==> src/rtl/cam_rx_pkg.sv <==
package cam_rx_pkg;
    localparam int PHY_STATE_W    = 16;
    localparam int DATA_STOP_LSB  = 4;
    localparam int HS_CLK_BIT     = 8;
    localparam int CLK_STOP_BIT   = 10;
    localparam int RATE_W         = 11;
    localparam int CODE_W         = 8;
    localparam logic [7:0] RATE_TEST_CODE = 8'h44;

    typedef enum logic [3:0] {
        ST_IDLE,
        ST_PHY_WRITE,
        ST_PROGRAM,
        ST_LP_REQUEST,
        ST_WAIT_STOP,
        ST_CLK_REQUEST,
        ST_WAIT_HSCLK,
        ST_DROP_CLK,
        ST_DROP_LP,
        ST_ASSERT_RST
    } seq_state_t;

    typedef enum logic [1:0] {
        ERR_NONE  = 2'd0,
        ERR_RATE  = 2'd1,
        ERR_HSCLK = 2'd2,
        ERR_LANES = 2'd3
    } seq_err_t;
endpackage

==> src/rtl/rate_select_lut.sv <==
module rate_select_lut
    import cam_rx_pkg::*;
(
    input  logic [RATE_W-1:0] rate_mbps,
    output logic [CODE_W-1:0] code,
    output logic              in_range
);
    localparam int ROWS = 29;

    // limits ascend; the first one above the rate selects the code
    localparam logic [RATE_W-1:0] LIMIT [ROWS] = '{
        11'd90,  11'd100, 11'd110, 11'd125, 11'd140, 11'd150, 11'd160, 11'd180,
        11'd200, 11'd210, 11'd240, 11'd250, 11'd270, 11'd300, 11'd330, 11'd360,
        11'd400, 11'd450, 11'd500, 11'd550, 11'd600, 11'd650, 11'd700, 11'd750,
        11'd800, 11'd850, 11'd900, 11'd950, 11'd1000
    };
    localparam logic [CODE_W-1:0] SEL [ROWS] = '{
        8'h00, 8'h20, 8'h40, 8'h02, 8'h22, 8'h42, 8'h04, 8'h24,
        8'h44, 8'h06, 8'h26, 8'h46, 8'h08, 8'h28, 8'h48, 8'h2a,
        8'h4a, 8'h0c, 8'h2c, 8'h0e, 8'h2e, 8'h10, 8'h30, 8'h12,
        8'h32, 8'h14, 8'h34, 8'h54, 8'h74
    };

    always_comb begin
        code     = '0;
        in_range = 1'b0;
        for (int i = ROWS - 1; i >= 0; i--) begin
            if (rate_mbps < LIMIT[i]) begin
                code     = SEL[i];
                in_range = 1'b1;
            end
        end
    end
endmodule

==> src/rtl/poll_timer.sv <==
module poll_timer #(
    parameter int TICK_DIV   = 250000,
    parameter int TIMEOUT_MS = 500
) (
    input  logic clk,
    input  logic rst_n,
    input  logic clear,
    output logic expired
);
    localparam int TW = (TICK_DIV > 2) ? $clog2(TICK_DIV) : 1;
    localparam int MW = $clog2(TIMEOUT_MS + 1);

    logic [TW-1:0] tick_q;
    logic [MW-1:0] ms_q;

    always_ff @(posedge clk or negedge rst_n) begin
        if (!rst_n) begin
            tick_q <= '0;
            ms_q   <= '0;
        end else if (clear) begin
            tick_q <= '0;
            ms_q   <= '0;
        end else if (tick_q == TW'(TICK_DIV - 1)) begin
            tick_q <= '0;
            if (ms_q != MW'(TIMEOUT_MS))
                ms_q <= ms_q + 1'b1;
        end else begin
            tick_q <= tick_q + 1'b1;
        end
    end

    assign expired = (ms_q == MW'(TIMEOUT_MS));

    // a cleared timer cannot report expiry on the following cycle
    a_r5_clear_restarts: assert property (@(posedge clk) disable iff (!rst_n)
        clear |=> !expired);
endmodule

==> src/rtl/hold_counter.sv <==
module hold_counter #(
    parameter int CNT_W = 4
) (
    input  logic             clk,
    input  logic             rst_n,
    input  logic             inc,
    input  logic             dec,
    output logic [CNT_W-1:0] count
);
    logic [CNT_W-1:0] cnt_q;

    always_ff @(posedge clk or negedge rst_n) begin
        if (!rst_n)
            cnt_q <= '0;
        else if (inc && cnt_q != {CNT_W{1'b1}})
            cnt_q <= cnt_q + 1'b1;
        else if (dec && cnt_q != '0)
            cnt_q <= cnt_q - 1'b1;
    end

    assign count = cnt_q;

    // the hold count moves by one step at most per cycle
    a_r7_unit_step: assert property (@(posedge clk) disable iff (!rst_n)
        (cnt_q != $past(cnt_q)) |->
            (cnt_q == $past(cnt_q) + 1'b1 || cnt_q == $past(cnt_q) - 1'b1));
endmodule

==> src/rtl/cam_rx_bringup.sv <==
module cam_rx_bringup
    import cam_rx_pkg::*;
#(
    parameter int MAX_LANES    = 4,
    parameter int DEFAULT_MBPS = 849,
    parameter int TICK_DIV     = 250000,
    parameter int TIMEOUT_MS   = 500,
    parameter int CNT_W        = 4,
    localparam int LANE_W      = $clog2(MAX_LANES + 1),
    localparam int LREG_W      = (MAX_LANES > 2) ? $clog2(MAX_LANES) : 1
) (
    input  logic                   clk,
    input  logic                   rst_n,
    input  logic                   start_req,
    input  logic                   stop_req,
    input  logic [LANE_W-1:0]      lanes_cfg,
    input  logic                   rate_valid,
    input  logic [RATE_W-1:0]      rate_mbps,
    input  logic [PHY_STATE_W-1:0] phy_state,
    input  logic                   tst_ack,
    output logic                   tst_req,
    output logic [7:0]             tst_code,
    output logic [CODE_W-1:0]      tst_data,
    output logic [LREG_W-1:0]      lane_reg,
    output logic                   phy_shutdown_n,
    output logic                   phy_rst_n,
    output logic                   ctrl_rst_n,
    output logic                   lp_hold,
    output logic                   sensor_clk_req,
    output logic                   busy,
    output logic                   done,
    output logic                   warn_stopstate,
    output logic [1:0]             err_code
);
    seq_state_t state_q, state_d;

    logic [RATE_W-1:0]      eff_rate;
    logic [CODE_W-1:0]      rate_code;
    logic                   rate_ok;
    logic                   lanes_ok;
    logic [CNT_W-1:0]       count;
    logic                   cnt_zero, cnt_one;
    logic                   stop_only;
    logic                   expired, timer_clear;
    logic [PHY_STATE_W-1:0] stop_mask;
    logic                   stop_met, hs_clk;
    logic                   cnt_inc, cnt_dec;

    logic [CODE_W-1:0]      code_q;
    logic [LANE_W-1:0]      lanes_q;
    logic [LREG_W-1:0]      lane_reg_q;
    logic                   hw_en_q, lp_q, clkreq_q, done_q, warn_q, fail_q;
    seq_err_t               err_q;

    assign eff_rate  = rate_valid ? rate_mbps : RATE_W'(DEFAULT_MBPS);
    assign lanes_ok  = (lanes_cfg != '0) && (lanes_cfg <= LANE_W'(MAX_LANES));
    assign cnt_zero  = (count == '0);
    assign cnt_one   = (count == CNT_W'(1));
    assign stop_only = stop_req && !start_req;

    rate_select_lut u_rate (
        .rate_mbps (eff_rate),
        .code      (rate_code),
        .in_range  (rate_ok)
    );

    poll_timer #(.TICK_DIV(TICK_DIV), .TIMEOUT_MS(TIMEOUT_MS)) u_timer (
        .clk     (clk),
        .rst_n   (rst_n),
        .clear   (timer_clear),
        .expired (expired)
    );

    hold_counter #(.CNT_W(CNT_W)) u_count (
        .clk   (clk),
        .rst_n (rst_n),
        .inc   (cnt_inc),
        .dec   (cnt_dec),
        .count (count)
    );

    // stop state: clock lane plus every active data lane
    always_comb begin
        stop_mask = '0;
        stop_mask[CLK_STOP_BIT] = 1'b1;
        for (int i = 0; i < MAX_LANES; i++) begin
            if (LANE_W'(i) < lanes_q)
                stop_mask[DATA_STOP_LSB + i] = 1'b1;
        end
    end

    assign stop_met    = ((phy_state & stop_mask) == stop_mask);
    assign hs_clk      = phy_state[HS_CLK_BIT];
    assign timer_clear = !(state_q == ST_WAIT_STOP || state_q == ST_WAIT_HSCLK);

    assign cnt_inc = (state_q == ST_IDLE && start_req && !cnt_zero) ||
                     (state_q == ST_WAIT_HSCLK && hs_clk);
    assign cnt_dec = (state_q == ST_IDLE && stop_only && !cnt_one) ||
                     (state_q == ST_ASSERT_RST && !fail_q);

    // state register
    always_ff @(posedge clk or negedge rst_n) begin
        if (!rst_n)
            state_q <= ST_IDLE;
        else
            state_q <= state_d;
    end

    // next-state logic
    always_comb begin
        state_d = state_q;
        unique case (state_q)
            ST_IDLE: begin
                if (start_req && cnt_zero && rate_ok && lanes_ok)
                    state_d = ST_PHY_WRITE;
                else if (stop_only && cnt_one)
                    state_d = ST_DROP_CLK;
            end
            ST_PHY_WRITE:   if (tst_ack) state_d = ST_PROGRAM;
            ST_PROGRAM:     state_d = ST_LP_REQUEST;
            ST_LP_REQUEST:  state_d = ST_WAIT_STOP;
            ST_WAIT_STOP:   if (stop_met || expired) state_d = ST_CLK_REQUEST;
            ST_CLK_REQUEST: state_d = ST_WAIT_HSCLK;
            ST_WAIT_HSCLK: begin
                if (hs_clk)       state_d = ST_IDLE;
                else if (expired) state_d = ST_DROP_CLK;
            end
            ST_DROP_CLK:    state_d = ST_DROP_LP;
            ST_DROP_LP:     state_d = ST_ASSERT_RST;
            ST_ASSERT_RST:  state_d = ST_IDLE;
            default:        state_d = ST_IDLE;
        endcase
    end

    // registered outputs
    always_ff @(posedge clk or negedge rst_n) begin
        if (!rst_n) begin
            code_q     <= '0;
            lanes_q    <= '0;
            lane_reg_q <= '0;
            hw_en_q    <= 1'b0;
            lp_q       <= 1'b0;
            clkreq_q   <= 1'b0;
            done_q     <= 1'b0;
            warn_q     <= 1'b0;
            fail_q     <= 1'b0;
            err_q      <= ERR_NONE;
        end else begin
            done_q <= 1'b0;
            unique case (state_q)
                ST_IDLE: begin
                    if (start_req) begin
                        err_q  <= ERR_NONE;
                        warn_q <= 1'b0;
                        fail_q <= 1'b0;
                        if (!cnt_zero) begin
                            done_q <= 1'b1;
                        end else if (!rate_ok) begin
                            err_q  <= ERR_RATE;
                            done_q <= 1'b1;
                        end else if (!lanes_ok) begin
                            err_q  <= ERR_LANES;
                            done_q <= 1'b1;
                        end else begin
                            code_q  <= rate_code;
                            lanes_q <= lanes_cfg;
                        end
                    end else if (stop_req) begin
                        err_q  <= ERR_NONE;
                        warn_q <= 1'b0;
                        fail_q <= 1'b0;
                        if (!cnt_one)
                            done_q <= 1'b1;
                    end
                end
                ST_PROGRAM: begin
                    lane_reg_q <= LREG_W'(lanes_q - 1'b1);
                    hw_en_q    <= 1'b1;
                end
                ST_LP_REQUEST:  lp_q <= 1'b1;
                ST_WAIT_STOP:   if (!stop_met && expired) warn_q <= 1'b1;
                ST_CLK_REQUEST: clkreq_q <= 1'b1;
                ST_WAIT_HSCLK: begin
                    if (hs_clk)       done_q <= 1'b1;
                    else if (expired) fail_q <= 1'b1;
                end
                ST_DROP_CLK:    clkreq_q <= 1'b0;
                ST_DROP_LP:     lp_q <= 1'b0;
                ST_ASSERT_RST: begin
                    hw_en_q <= 1'b0;
                    done_q  <= 1'b1;
                    if (fail_q) err_q <= ERR_HSCLK;
                end
                default: ;
            endcase
        end
    end

    assign tst_req        = (state_q == ST_PHY_WRITE);
    assign tst_code       = RATE_TEST_CODE;
    assign tst_data       = code_q;
    assign lane_reg       = lane_reg_q;
    assign phy_shutdown_n = hw_en_q;
    assign phy_rst_n      = hw_en_q;
    assign ctrl_rst_n     = hw_en_q;
    assign lp_hold        = lp_q;
    assign sensor_clk_req = clkreq_q;
    assign busy           = (state_q != ST_IDLE);
    assign done           = done_q;
    assign warn_stopstate = warn_q;
    assign err_code       = err_q;

    // resets are released before either sensor request exists
    a_r3_release_first: assert property (@(posedge clk) disable iff (!rst_n)
        $rose(hw_en_q) |-> (!lp_q && !clkreq_q));
    // the low-power request only rises with the PHY out of reset
    a_r3_lp_after_release: assert property (@(posedge clk) disable iff (!rst_n)
        $rose(lp_q) |-> hw_en_q);
    // the clock request needs both the release and the low-power request
    a_r3_clk_needs_lp: assert property (@(posedge clk) disable iff (!rst_n)
        clkreq_q |-> (hw_en_q && lp_q));
    // unwinding drops the clock request before the low-power request
    a_r6_clk_drops_first: assert property (@(posedge clk) disable iff (!rst_n)
        $fell(lp_q) |-> !clkreq_q);
    // resets are asserted last
    a_r6_reset_last: assert property (@(posedge clk) disable iff (!rst_n)
        $fell(hw_en_q) |-> (!lp_q && !clkreq_q));
    // completion is a single-cycle pulse
    a_r11_done_pulse: assert property (@(posedge clk) disable iff (!rst_n)
        done_q |=> !done_q);
    // a request seen while busy leaves the hold count unchanged
    a_r9_busy_no_count: assert property (@(posedge clk) disable iff (!rst_n)
        (busy && state_q != ST_WAIT_HSCLK && state_q != ST_ASSERT_RST) |=> $stable(count));
endmodule

==> config.mk <==
export PLATFORM = sky130hd
export DESIGN_NAME = cam_rx_bringup
export DESIGN_NICKNAME = d
export VERILOG_FILES = /design/src/rtl/cam_rx_pkg.sv /design/src/rtl/rate_select_lut.sv /design/src/rtl/poll_timer.sv /design/src/rtl/hold_counter.sv /design/src/rtl/cam_rx_bringup.sv
export SDC_FILE = /design/constraint.sdc
export NUM_CORES = 1
export LEC_CHECK = 0
export ABC_AREA = 1
export BUFFER_PORTS_ARGS = -buffer_cell sky130_fd_sc_hd__buf_2
export CORE_ASPECT_RATIO = 1.1
export CORE_MARGIN = 3
export CORE_UTILIZATION = 60
export CTS_CLUSTER_SIZE = 10
export DETAILED_ROUTE_END_ITERATION = 10
export PLACE_DENSITY_LB_ADDON = 0.05
export SLEW_MARGIN = 20
export SYNTH_ARGS = -nofsm -noshare
export SYNTH_HDL_FRONTEND = slang
export SYNTH_SLANG_ARGS = --single-unit
==> constraint.sdc <==
create_clock -name clk -period 5.4 [get_ports clk]
set_input_delay 0.54 -clock clk [delete_from_list [all_inputs] [get_ports clk]]
set_output_delay 0.54 -clock clk [all_outputs]
set_load 0.01 [all_outputs]
# == Word-level counts from Yosys, hierarchy flattened ==
# Index checks and enable logic that the tools add are counted.
# totals
output_inout_bits,29
reg_bits,56
word_cells,224
# classes
n_eq_ne,26
n_lt_le_gt_ge,34
add_sub_neg,5
muxes,102
reduce_logical,42
bitwise_logic,1
# op_table
operator,count
two-way mux 7 bit,29
"< comparator 11 x 10 -> 1 bit, second input constant",10
"< comparator 11 x 8 -> 1 bit, second input constant",8
"< comparator 11 x 9 -> 1 bit, second input constant",7
two-way mux 1 bit,45
"< comparator 11 x 7 -> 1 bit, second input constant",4
two-way mux 18 bit,2
case mux 4 bit (9 select lines),1
two-way mux 4 bit,8
two-way mux 9 bit,3
"adder 18 x 1 -> 18 bit, second input constant",1
"== test 18 bit, second input constant",1
bitwise AND 16 x 11 -> 16 bit,1
== test 16 x 11 -> 1 bit,1
"== test 4 x 3 -> 1 bit, second input constant",4
logical AND 1 bit,15
nonzero test 2 bit,7
two-way mux 2 bit,6
two-way mux 11 bit,1
case mux 1 bit (2 select lines),5
"adder 9 x 1 -> 9 bit, second input constant",1
"== test 9 bit, second input constant",1
"inequality test 9 bit, second input constant",1
"== test 4 x 1 -> 1 bit, second input constant",2
other kinds (24),46

# == Longest topological paths before layout ==
# logic_depth
word_depth,35
depth_mapped,27
depth_no_buf,27

# == Hierarchy ==
# A second synthesis with hierarchy kept.
# hier_totals
hier_cells,659
hier_area_um2,4459.3
# by_module_without_submodules
mod,cells_per_inst,area_per_inst_um2,instances,seq_area_each_um2
poll_timer,230,1746.7,1,675.6
cam_rx_bringup,223,1597.8,1,625.6
rate_select_lut,166,802.0,1,0.0
hold_counter,40,312.8,1,100.1

# == Worst setup path before layout ==
# OpenSTA, ideal clock, no wires.
# synth_path
kind,input to register
startpoint,input port rate_mbps[7]
endpoint,register code_q[6] (netlist: tst_data[6])
path_stages,13
setup_slack_ns,3.273
t_required_ns,5.305
arrival_time_ns,2.031
setup_time_ns,0.095
cell_sequence,nand2_1 > nor2_4 > a21oi_4 > nor2_2 > inv_2 > nand2_1 > nor2_2 > inv_2 > nor2_4 > inv_2 > a31oi_4 > nand2_1 > o31ai_1
# synth_via
elab_chain_len,32
elab_cells_between_ends,89
classes_between,29 x order compare; 59 x mux; 1 x reduce/logical
# synth_lines
element,line,text
from (decl),cam_rx_bringup.sv:18,"input logic [RATE_W-1:0] rate_mbps,"
two-way mux 11 bit *,cam_rx_bringup.sv:55,assign eff_rate = rate_valid ? rate_mbps : RATE_W'(DEFAULT_MBPS);
< comparator 11 x 10 -> 1 bit,rate_select_lut.sv:28,if (rate_mbps < LIMIT[i]) begin
two-way mux 1 bit (29 in series),rate_select_lut.sv:28,
AND reduction 5 bit (no line),n/a,
to (signal assigned),cam_rx_bringup.sv:165,code_q <= rate_code;
to (decl),cam_rx_bringup.sv:49,logic [CODE_W-1:0] code_q;
# Mark *: on every way between the ends. The rest lies on a longest branch, timed or not.
# A chain may end at the register's enable or synchronous reset.

# == Worst setup path after layout ==
# layout_path
startpoint,register u_timer.tick_q[0]
endpoint,register u_timer.ms_q[6]
# layout_via
elab_chain_len,3
# layout_lines
element,line,text
from (decl),poll_timer.sv:13,logic [TW-1:0] tick_q;
from (signal assigned),poll_timer.sv:28,tick_q <= tick_q + 1'b1;
== test 18 bit,poll_timer.sv:23,end else if (tick_q == TW'(TICK_DIV - 1)) begin
inequality test 2 x 1 -> 1 bit (no line),n/a,
AND reduction 2 bit (no line),n/a,
to (signal assigned),poll_timer.sv:26,ms_q <= ms_q + 1'b1;
to (decl),poll_timer.sv:14,logic [MW-1:0] ms_q;
# No other way between the ends.

==> results.toml <==
[status]
outcome = "finished clean"

[grt]
grt_max_degree = 55
globalRouteTotalUtil_pct = 25.57
grt.busiest_layer = "met2"
met1_usage_pct = 30.55
grt_overflow_total = 0
grt_pass1_wl_mm = 14.52
gr-usage-met2_pct = 45.71
antenna_found_initial = 0
met3_usage_pct = 3.870
grt_pass1_vias = 3438

[synthesis]
synth_fa_ha_area_share_pct = 2.029
synth_xor_area_share_pct = 1.184
syn_area_um2 = 3700
synth_compound_area_share_pct = 16.17
syn_inst = 541
synth_seq_cells = 54
muxShareOfSynthArea_pct = 0
synth_area_per_cell_um2 = 6.839
yosys.area_share.simple_pct = 31.21
async_flop_share_pct = 100.0
synthDistinctLibCells = 41
ys_warn_count = 0
synth_ff_type = "dfrtp_1"
synth_seq_area_share_pct = 36.52
synth_edf_count = 0
synth_top_family_by_area = "simple AND/OR/NAND/NOR gates"

[detailed_routing]
postRouteAntennaNets = 0
vias_per_cell = 5.406
post_drt_wl_per_cell_um = 13.04
drc = 0
routed_wl_mm = 8.674
first_iter_violations = 245
dr_total_vias = 3595
drtPass1Iterations = 5

[final_layout]
antenna_cells = 0
fin_cells = 665
drive_above_1_share_pct = 12.76
largest_register_ffs = 18
largest-register = "u_timer.tick_q"
final_common_cell = "nand2_1"
final_cell_mix = "nand2_1, inv_1, nor2_1, dfrtp_1, buf_2"
layout.nets = 630
area_delta_synth_final_pct = 9.875

[critical_path]
critPathCaptureType = "flop"
critPathMaxStageDelay_ps = 380
worst_setup_path_start_kind = "flop"
worstSetupPathType = "flop to flop"
worstPathMaxFanout = 10
slowest_stage = "dfrtp_1"
crit_required_ps = 5560
cp.arrival_ps = 2870
cpMostUsedCell = "nand2_1"
crit_chain = "ha_1, nand2_1, nor2_1, inv_1, nor2_1, nand4_1, nand2_1, nand2_1, nor3_1, nand2_1, o21ai_0, a21oi_1"

[worst_hold_path]
hold_class = "input port to async pin"

[placement]
dp_hpwl_mm = 6.730
placed_cells = 658
port_buffers = 44
routabilityCongestion = 1.018

[clock_tree]
cts-hold-fix-buffers = 0
cts_tree = "yes"
cts_resized = 0
numCtsBuffers = 5
clock_latency_ps = 300
clk_transition_reported_paths_ps = 100
cts_max_level = 2
clockBufferDepth = 2
cts_setup_buffers = 0
cts_root_buf = "clkbuf_8"
clock-sinks = 54

[sta]
hold_viol = 0
holdWs_ps = 357.8
rsz0062_at_grt = "false"
setup_viol = 0
tightestPinTransition_ps = 673.4
period_share_pct = 50.12
skew_ps = 9.608
max_freq_mhz = 369.5
slew_viol_final = 0
fin_tns_setup_ps = 0
relSlewSlack_pct = 55.10
period_needed_ps = 2707

[floorplan]
start_util_pct = 62.94
num_io_pins = 65
dieWidth_um = 80.87
die_h_um = 88.36
die_area_um2 = 7146
row_count = 29
core_um2 = 5878

[power_and_ir_drop]
ir_drop_uv = 260.4
p_leak_nw = 2.005
powerDensity_nw_per_um2 = 361.7

[flow_run]
maxCapViolations = 0
## synthesized netlist by cell type (all sizes together) (3+ instances only)
library cell / instances / area [µm²]
ha: 6 / 75.07
nor2: 73 / 324.1
buf: 13 / 101.4
nand4: 5 / 31.28
o21a: 3 / 22.52
dfrtp: 54 / 1351
inv: 98 / 367.8
o21ai: 43 / 222.7
a31oi: 7 / 58.81
nor3: 26 / 135.1
nor4: 3 / 18.77
xor2: 4 / 35.03
nand3: 29 / 145.1
nand2: 124 / 480.5
a21oi: 32 / 175.2
o31ai: 5 / 37.54
## cell type report
| class | instances | area [µm²] |
|---|---|---|
| clock inverters | 1 | 30.03 |
| inverters | 98 | 367.9 |
| flip-flops and latches | 54 | 1351 |
| fillers | 547 | 1813 |
| repair buffers | 45 | 227.7 |
| clock buffers | 6 | 82.58 |
| well taps | 77 | 96.34 |
| multi-input cells | 384 | 1909 |
## worst max-delay path, delay by kind of cell, from the launching register on
family / cells / cell delay (ps)
flip-flops: 1 / 380
adder cells (fa/ha/maj): 1 / 190
AND/OR/NAND/NOR: 8 / 1440
AO/OA/AOI/OAI: 2 / 490
buffers and inverters: 1 / 70
## logic make-up after synthesis
logic type                 count (synthesis)
xor gates and xnor gates                   5
adders and majority gates                  6
AOI/OAI and AO/OA                        100
DFF                                       54
other                                      2
buffers and inverters                    111
and+or+nand+nor                          263
## metal layers
metal,part of all wire (%),vias up
met5,0,-
met4,3.2,0
met3,4.4,23
met2,49,106
met1,43,1657
li1,-,1809
## metrics by stage
step,total power [mW],util (%),worst slack (ps),area (µm²)
2_1_floorplan,1.021,-,3273,3730
3_3_place_gp,1.179,67.24,2714,3953
3_5_place_dp,1.196,67.24,2660,3953
4_1_cts,1.472,69.16,2757,4065
5_1_grt,1.607,69.16,2430,4065
6_report,1.470,69.16,2693,4065
## final timing paths
| check | cells after the start | startpoint | to | slack [ps] |
|---|---|---|---|---|
| setup / recovery | 12 | u_timer.tick_q[0] | u_timer.ms_q[6] | 2690 |
| hold / removal | 2 | rst_n | ctrl_rst_n | 360 |
| setup reg to reg | 12 | u_timer.tick_q[0] | u_timer.ms_q[6] | 2690 |
| hold reg to reg | 1 | u_timer.tick_q[0] | u_timer.tick_q[0] | 470 |
| max in group asynchronous | 2 | rst_n | tst_data[1] | 4590 |
| min in group clk | 1 | u_timer.tick_q[0] | u_timer.tick_q[0] | 470 |
## report_power, final
part	switching, mW	internal [mW]	leakage (nW)	total, mW
Combinational	0.412	0.213	1.25	0.626
Clock	0.125	0.148	0.0573	0.274
Sequential	0.0648	0.506	0.702	0.571
Power figures use the tool's default switching activity.
